File: src/rtl/fu_pkg.sv
package fu_pkg;

  localparam int FE_COUNT = 4;

  typedef enum logic [1:0] {
    FK_PASS = 2'd0,
    FK_ADDK = 2'd1,
    FK_NEG  = 2'd2,
    FK_ACC  = 2'd3
  } fe_kind_e;

  typedef enum logic [2:0] {
    ST_HDR   = 3'd0,
    ST_OHDR  = 3'd1,
    ST_DATA  = 3'd2,
    ST_FLUSH = 3'd3,
    ST_DRAIN = 3'd4
  } ctl_st_e;

endpackage

File: src/rtl/fu_hdr_store.sv
module fu_hdr_store #(
  parameter int DW = 16
) (
  input  logic          clk,
  input  logic          wr_en,
  input  logic [1:0]    wr_idx,
  input  logic [DW-1:0] wr_data,
  input  logic [1:0]    rd_idx,
  output logic [DW-1:0] rd_data,
  output logic [DW-1:0] func_word
);
  localparam int NW = 4;

  logic [DW-1:0] words [NW];

  always_ff @(posedge clk) begin
    if (wr_en) words[wr_idx] <= wr_data;
  end

  assign rd_data   = words[rd_idx];
  assign func_word = words[2];
endmodule

File: src/rtl/fu_elem.sv
module fu_elem
  import fu_pkg::*;
#(
  parameter int       DW    = 16,
  parameter int       LAT   = 2,
  parameter fe_kind_e KIND  = FK_PASS,
  parameter int       ADD_K = 5
) (
  input  logic          clk,
  input  logic          rst_n,
  input  logic          start,
  input  logic          in_valid,
  output logic          in_ready,
  input  logic [DW-1:0] in_data,
  output logic          out_valid,
  input  logic          out_ready,
  output logic [DW-1:0] out_data,
  output logic          busy
);
  logic [LAT-1:0] v;
  logic [DW-1:0]  d [LAT];
  logic [DW-1:0]  acc;
  logic           adv;

  function automatic logic [DW-1:0] op_result(input logic [DW-1:0] x,
                                              input logic [DW-1:0] a);
    case (KIND)
      FK_PASS: op_result = x;
      FK_ADDK: op_result = x + DW'(ADD_K);
      FK_NEG:  op_result = '0 - x;
      default: op_result = a + x;
    endcase
  endfunction

  assign adv       = !v[LAT-1] || out_ready;
  assign in_ready  = adv;
  assign out_valid = v[LAT-1];
  assign out_data  = d[LAT-1];
  assign busy      = |v;

  always_ff @(posedge clk) begin
    if (!rst_n) begin
      v   <= '0;
      acc <= '0;
    end else begin
      if (start) acc <= '0;
      else if (adv && in_valid) acc <= acc + in_data;
      if (adv) begin
        v[0] <= in_valid;
        for (int s = LAT - 1; s > 0; s--) v[s] <= v[s-1];
      end
    end
  end

  always_ff @(posedge clk) begin
    if (adv) begin
      d[0] <= op_result(in_data, acc);
      for (int s = LAT - 1; s > 0; s--) d[s] <= d[s-1];
    end
  end

  // a stalled result holds still
  p_elem_hold_r8: assert property (@(posedge clk) disable iff (!rst_n)
    out_valid && !out_ready |=> out_valid && $stable(out_data));
endmodule

File: src/rtl/fu_dispatch_ctrl.sv
module fu_dispatch_ctrl
  import fu_pkg::*;
#(
  parameter int DW    = 16,
  parameter int LAT   = 2,
  parameter int ADD_K = 5
) (
  input  logic          clk,
  input  logic          rst_n,
  input  logic          in_valid,
  output logic          in_ready,
  input  logic [DW-1:0] in_data,
  output logic          out_valid,
  input  logic          out_ready,
  output logic [DW-1:0] out_data,
  output logic          func_err
);
  localparam int SW = $clog2(FE_COUNT);

  ctl_st_e        st;
  logic [1:0]     hcnt, ocnt;
  logic [DW-1:0]  rem;
  logic [SW-1:0]  sel;
  logic [DW-1:0]  hdr_rd, func_word;
  logic           in_fire, hdr_done, func_ok, start;

  logic [FE_COUNT-1:0] e_in_valid, e_in_ready, e_out_valid, e_out_ready;
  logic [FE_COUNT-1:0] e_busy, e_start, act_vec;
  logic [DW-1:0]       e_out_data [FE_COUNT];

  assign in_fire  = in_valid && in_ready;
  assign hdr_done = (st == ST_HDR) && in_valid && (hcnt == 2'd3);
  assign func_ok  = func_word < DW'(FE_COUNT);
  assign start    = (st == ST_OHDR) && out_ready && (ocnt == 2'd3);

  fu_hdr_store #(.DW(DW)) u_hdr (
    .clk      (clk),
    .wr_en    ((st == ST_HDR) && in_valid),
    .wr_idx   (hcnt),
    .wr_data  (in_data),
    .rd_idx   (ocnt),
    .rd_data  (hdr_rd),
    .func_word(func_word)
  );

  for (genvar i = 0; i < FE_COUNT; i++) begin : g_fe
    assign e_in_valid[i]  = in_valid && (st == ST_DATA) && (sel == SW'(i));
    assign e_out_ready[i] = out_ready && (sel == SW'(i)) &&
                            ((st == ST_DATA) || (st == ST_FLUSH));
    assign e_start[i]     = start && (sel == SW'(i));
    assign act_vec[i]     = e_busy[i] || ((st == ST_DATA) && (sel == SW'(i)));

    fu_elem #(.DW(DW), .LAT(LAT), .KIND(fe_kind_e'(i)), .ADD_K(ADD_K)) u_fe (
      .clk      (clk),
      .rst_n    (rst_n),
      .start    (e_start[i]),
      .in_valid (e_in_valid[i]),
      .in_ready (e_in_ready[i]),
      .in_data  (in_data),
      .out_valid(e_out_valid[i]),
      .out_ready(e_out_ready[i]),
      .out_data (e_out_data[i]),
      .busy     (e_busy[i])
    );
  end

  always_comb begin
    case (st)
      ST_HDR, ST_DRAIN: in_ready = 1'b1;
      ST_DATA:          in_ready = e_in_ready[sel];
      default:          in_ready = 1'b0;
    endcase
    case (st)
      ST_OHDR:          out_valid = 1'b1;
      ST_DATA, ST_FLUSH: out_valid = e_out_valid[sel];
      default:          out_valid = 1'b0;
    endcase
    out_data = (st == ST_OHDR) ? hdr_rd : e_out_data[sel];
  end

  always_ff @(posedge clk) begin
    if (!rst_n) begin
      st       <= ST_HDR;
      hcnt     <= '0;
      ocnt     <= '0;
      rem      <= '0;
      sel      <= '0;
      func_err <= 1'b0;
    end else begin
      func_err <= hdr_done && !func_ok;
      case (st)
        ST_HDR: if (in_fire) begin
          hcnt <= hcnt + 2'd1;
          if (hcnt == 2'd3) begin
            rem  <= in_data;
            sel  <= func_word[SW-1:0];
            ocnt <= '0;
            if (func_ok)              st <= ST_OHDR;
            else if (in_data != '0)   st <= ST_DRAIN;
          end
        end
        ST_OHDR: if (out_ready) begin
          ocnt <= ocnt + 2'd1;
          if (ocnt == 2'd3) st <= (rem == '0) ? ST_HDR : ST_DATA;
        end
        ST_DATA: if (in_fire) begin
          rem <= rem - 1'b1;
          if (rem == DW'(1)) st <= ST_FLUSH;
        end
        ST_FLUSH: if (!e_busy[sel]) st <= ST_HDR;
        ST_DRAIN: if (in_fire) begin
          rem <= rem - 1'b1;
          if (rem == DW'(1)) st <= ST_HDR;
        end
        default: st <= ST_HDR;
      endcase
    end
  end

  // never more than one element engaged
  p_one_active_r3: assert property (@(posedge clk) disable iff (!rst_n)
    $onehot0(act_vec));
  // a new element starts only when every pipeline is empty
  p_start_clean_r7: assert property (@(posedge clk) disable iff (!rst_n)
    start |-> (e_busy == '0));
  // dropped packet stays off the output; error is a single pulse
  p_drain_quiet_r5: assert property (@(posedge clk) disable iff (!rst_n)
    (st == ST_DRAIN) |-> !out_valid);
  p_err_pulse_r5: assert property (@(posedge clk) disable iff (!rst_n)
    func_err |=> !func_err);
  // header collection always accepts
  p_hdr_ready_r1: assert property (@(posedge clk) disable iff (!rst_n)
    (st == ST_HDR) |-> in_ready);
  // output held under backpressure
  p_out_hold_r8: assert property (@(posedge clk) disable iff (!rst_n)
    out_valid && !out_ready |=> out_valid && $stable(out_data));
endmodule

File: config.mk
export PLATFORM = sky130hd
export DESIGN_NAME = fu_dispatch_ctrl
export DESIGN_NICKNAME = d
export VERILOG_FILES = /design/src/rtl/fu_pkg.sv /design/src/rtl/fu_hdr_store.sv /design/src/rtl/fu_elem.sv /design/src/rtl/fu_dispatch_ctrl.sv
export SDC_FILE = /design/constraint.sdc
export NUM_CORES = 1
export LEC_CHECK = 0
export BUFFER_PORTS_ARGS = -buffer_cell sky130_fd_sc_hd__buf_4
export CAP_MARGIN = 40
export CORE_MARGIN = 10
export CORE_UTILIZATION = 44
export CTS_CLUSTER_DIAMETER = 100
export CTS_CLUSTER_SIZE = 14
export DETAILED_ROUTE_END_ITERATION = 8
export PLACE_DENSITY_LB_ADDON = 0.25
export SETUP_SLACK_MARGIN = 0.3
export SLEW_MARGIN = 0
export SYNTH_ARGS = -nofsm -noshare
export SYNTH_HDL_FRONTEND = slang
export SYNTH_HIERARCHICAL = 1
export SYNTH_SLANG_ARGS = --single-unit
File: constraint.sdc
create_clock -name clk -period 4.3 [get_ports clk]
set_input_delay 0.215 -clock clk [delete_from_list [all_inputs] [get_ports clk]]
set_output_delay 0.215 -clock clk [all_outputs]
set_load 0.02 [all_outputs]
==> metrics.txt <==
# TYPE chip_impl_metric gauge
chip_impl_metric{name="maximum_number_of_pins_on_one_net_before_global_route_repair",unit=""} 37
chip_impl_metric{name="clkSinkCount",unit=""} 242
chip_impl_metric{name="maxCapViolCount",unit=""} 0
chip_impl_metric{name="synthCells",unit=""} 850
chip_impl_metric{name="dieHeight",unit="um"} 182
chip_impl_metric{name="portBuffers",unit=""} 38
chip_impl_metric{name="totalNegativeSetupSlack",unit="ps"} 0
chip_impl_metric{name="totalWireLength",unit="mm"} 24.9
chip_impl_metric{name="fin_ws",unit="ps"} 1100
chip_impl_metric{name="place_worst_setup_slack",unit="ps"} 1120
chip_impl_metric{name="synth.cell_area",unit="um^2"} 11500
chip_impl_metric{name="endpoints_failing_setup",unit=""} 0
chip_impl_metric{name="floorplan.die_area",unit="um^2"} 33000
chip_impl_info{name="cp_top_family",value="simple AND/OR/NAND/NOR gates"} 1
chip_impl_info{name="worst_setup_endpoint",value="rem[0]"} 1
chip_impl_metric{name="cts_resized",unit=""} 0
chip_impl_info{name="tritoncts",value="done"} 1
chip_impl_metric{name="power.clock.fraction",unit="%"} 32.9
chip_impl_metric{name="fin_crit_sh",unit="%"} 74.4
chip_impl_metric{name="power_report.internal_total",unit="mW"} 3.91
chip_impl_info{name="worstReg2RegEnd",value="rem[0]"} 1
chip_impl_metric{name="comb_power_share",unit="%"} 13.7
chip_impl_metric{name="grt_first_pass_wirelength",unit="mm"} 38.8
chip_impl_info{name="clock_root_buffer",value="sky130_fd_sc_hd__clkbuf_16"} 1
chip_impl_metric{name="power_density",unit="nW/um^2"} 426
chip_impl_metric{name="critPathBufInv",unit=""} 2
chip_impl_metric{name="sw_frac_of_total",unit="%"} 25.2
chip_impl_metric{name="rrSetupSlack",unit="ps"} 1100
chip_impl_metric{name="route.antenna.remaining_nets",unit=""} 0
chip_impl_info{name="run_status",value="finished, final reports clean"} 1
chip_impl_metric{name="grtUsageTotal",unit="%"} 14.9
chip_impl_metric{name="power_switching",unit="mW"} 1.32
chip_impl_metric{name="detail_route_met2_wl",unit="mm"} 11.5
chip_impl_metric{name="cts_setup_buffers",unit=""} 0
chip_impl_metric{name="drt_pre_antenna_iters",unit=""} 5
chip_impl_info{name="hold_path_class",value="input pin to flip-flop"} 1
chip_impl_metric{name="syn-num-nets",unit=""} 893
chip_impl_metric{name="fin_worst_skew",unit="ps"} 17.4
chip_impl_metric{name="dpl.hpwl",unit="mm"} 16.3
chip_impl_metric{name="diodes",unit=""} 0
chip_impl_metric{name="crit_fanout",unit=""} 17
chip_impl_metric{name="worst_setup_hold_path_clk_slew",unit="ps"} 60
chip_impl_metric{name="critical_path_cell_count",unit=""} 10
chip_impl_metric{name="achievable-frequency",unit="MHz"} 313
chip_impl_metric{name="placed_area",unit="um^2"} 11700
chip_impl_metric{name="critPathArrivalTime",unit="ps"} 3590
chip_impl_metric{name="cts_hold_buf",unit=""} 0
chip_impl_metric{name="dr_wl_met3",unit="mm"} 1.23
chip_impl_metric{name="antenna_found_initial",unit=""} 0
chip_impl_metric{name="power.sequential.fraction",unit="%"} 53.4
chip_impl_metric{name="cp_slowest_stage_delay",unit="ps"} 810
chip_impl_metric{name="starting_density_of_the_core",unit="%"} 44.5
chip_impl_info{name="cp_slowest_cell",value="sky130_fd_sc_hd__or4b_1"} 1
chip_impl_info{name="kind_of_capture_point_of_the_worst_setup_path",value="flip-flop"} 1
chip_impl_info{name="unrepaired_setup_endpoints_after_global_routing",value="no"} 1
chip_impl_info{name="criticalPathCategory",value="flip-flop to flip-flop"} 1
chip_impl_info{name="path_cells",value="or2_1, nor3_1, nor2b_4, inv_1, mux2i_1, o221a_1, or4b_1, buf_8, a211o_1, and3_1"} 1
chip_impl_metric{name="routabilityCongestion",unit=""} 0.843
chip_impl_metric{name="globalRoute.totalOverflow",unit=""} 0
chip_impl_metric{name="finalInstanceArea",unit="um^2"} 12300
chip_impl_metric{name="post_route_cells_drive_above_1_share",unit="%"} 19.2
chip_impl_metric{name="max-slew-margin-rel",unit="%"} 42.3
chip_impl_metric{name="floorplan.rows",unit=""} 59
chip_impl_metric{name="cts_htree_levels",unit=""} 1
chip_impl_metric{name="r2r_cells",unit=""} 10
chip_impl_metric{name="num-nets-final",unit=""} 869
chip_impl_metric{name="top_level_port_count",unit=""} 39
chip_impl_metric{name="vias_in_the_first_global_route",unit=""} 6525
chip_impl_metric{name="worst_pin_slew",unit="ps"} 866
chip_impl_metric{name="report.final.slew_viol_count",unit=""} 0
chip_impl_info{name="worst_min_delay_path_startpoint",value="out_ready"} 1
chip_impl_metric{name="clockBufferDepth",unit=""} 3
chip_impl_metric{name="drt-vias-per-instance",unit=""} 5.59
chip_impl_metric{name="clk-insertion-delay-late",unit="ps"} 500
chip_impl_metric{name="critical_path_required",unit="ps"} 4690
chip_impl_metric{name="design.core.area",unit="um^2"} 25800
chip_impl_metric{name="timing.final.hold_violations",unit=""} 0
chip_impl_info{name="crit_start",value="st[2]"} 1
chip_impl_metric{name="drc_errors",unit=""} 0
chip_impl_metric{name="via_count",unit=""} 6567
chip_impl_metric{name="die_width",unit="um"} 182
chip_impl_info{name="top_signal_layer_used",value="met4"} 1
chip_impl_metric{name="drtIter0Drc",unit=""} 531
chip_impl_info{name="crit-reg2reg-launch",value="st[2]"} 1
chip_impl_metric{name="synth_area_per_cell",unit="um^2"} 13.5
chip_impl_metric{name="tritoncts.num_buffers",unit=""} 21
chip_impl_info{name="start_kind",value="flip-flop"} 1
chip_impl_metric{name="power.static_leakage",unit="nW"} 4.28
chip_impl_metric{name="final_critical_delay_including_setup_and_external_delays",unit="ps"} 3200
chip_impl_metric{name="m1WireLength",unit="mm"} 11.7
chip_impl_metric{name="area_growth",unit="%"} 6.72
chip_impl_metric{name="synth-warning-count",unit=""} 6
chip_impl_metric{name="routed_wire_length_per_instance",unit="um"} 21.2
chip_impl_metric{name="peakVddDrop",unit="V"} 0.000310
## worst min path at each step
stage | endpoint | slack [ps] | depth (start not counted)
floorplan | g_fe[0].u_fe/d[0][0] | 310 | 0
global placement | g_fe[1].u_fe/d[0][18] | 400 | 0
detailed placement | g_fe[0].u_fe/d[0][29] | 400 | 0
CTS | ocnt[1] | 20 | 3
global route | ocnt[1] | 60 | 3
finish | ocnt[1] | 40 | 3
## worst min-delay path, cell delays in order
cell                      delay, ps
sky130_fd_sc_hd__buf_4          140
sky130_fd_sc_hd__nand3_1         80
sky130_fd_sc_hd__a21oi_1         50
## metal layers
layer	track usage (%)	vias up
li1	-	3123
met1	21.0	3276
met5	0	-
met2	23.1	140
met4	3.51	0
met3	2.82	28
## power by group through the flow
stage	clock network [mW]	logic [mW]	registers, mW
after floorplan	0	0.556	2.81
after global placement	0	0.702	2.83
after detailed placement	0	0.719	2.84
after CTS	1.78	0.721	2.79
after global routing	1.85	0.789	2.81
final	1.72	0.717	2.79
## flip-flops by register name, summed over array words and instances (netlist names)
name and cells:
hcnt 2, g_fe.u_fe/d 128, rem 16, st 3, g_fe.u_fe/acc 16, func_err 1
u_hdr/words 64, g_fe.u_fe/v 8, ocnt 2, sel 2
## through the flow
stage          std cells  util [%]  hold WS [ps]  total power [mW]
6_report            1175      47.4          36.2              5.23
5_1_grt             1175      47.4          60.0              5.45
4_1_cts             1175      47.4          17.9              5.29
3_5_place_dp        1138      45.1           405              3.56
3_3_place_gp        1135      45.0           400              3.54
2_1_floorplan        850         -           314              3.36
## cell usage in the layout, fill, tap and decap left out, types with 4 or more instances in the layout
| cell type | count |
|---|---|
| sky130_fd_sc_hd__mux2_2 | 16 |
| sky130_fd_sc_hd__a22oi_1 | 4 |
| sky130_fd_sc_hd__nand2_1 | 61 |
| sky130_fd_sc_hd__nor3b_2 | 4 |
| sky130_fd_sc_hd__clkbuf_1 | 14 |
| sky130_fd_sc_hd__o31ai_1 | 6 |
| sky130_fd_sc_hd__or2_2 | 4 |
| sky130_fd_sc_hd__nor2b_1 | 8 |
| sky130_fd_sc_hd__mux4_1 | 6 |
| sky130_fd_sc_hd__and3_1 | 7 |
| sky130_fd_sc_hd__or3_1 | 7 |
| sky130_fd_sc_hd__nor3_1 | 15 |
| sky130_fd_sc_hd__xor2_1 | 20 |
| sky130_fd_sc_hd__mux2i_1 | 11 |
| sky130_fd_sc_hd__buf_4 | 49 |
| sky130_fd_sc_hd__nand4_1 | 8 |
| sky130_fd_sc_hd__o21ai_0 | 9 |
| sky130_fd_sc_hd__dfxtp_1 | 50 |
| sky130_fd_sc_hd__o211ai_1 | 10 |
| sky130_fd_sc_hd__o21ai_1 | 4 |
| sky130_fd_sc_hd__xnor2_1 | 22 |
| sky130_fd_sc_hd__nor3b_1 | 4 |
| sky130_fd_sc_hd__nor4_2 | 6 |
| sky130_fd_sc_hd__o32ai_1 | 4 |
| sky130_fd_sc_hd__inv_1 | 17 |
| sky130_fd_sc_hd__mux4_2 | 28 |
| sky130_fd_sc_hd__nor4_1 | 17 |
| sky130_fd_sc_hd__edfxtp_1 | 192 |
| sky130_fd_sc_hd__nand3_1 | 19 |
| sky130_fd_sc_hd__nand2b_1 | 8 |
| sky130_fd_sc_hd__ha_1 | 22 |
| sky130_fd_sc_hd__a21oi_1 | 41 |
| sky130_fd_sc_hd__nor2_1 | 45 |
| sky130_fd_sc_hd__clkbuf_16 | 21 |
## cell type report
type                       instances  area, um^2
fill                            2262       13600
clock buffer                      35         578
sequential                       242        6770
timing repair buffer              52         413
inverter                          17        63.8
tap                              335         419
multi-input combinational        492        4000
clock inverter                     2        20.0
Note: power is estimated with default switching activity, not from simulation.
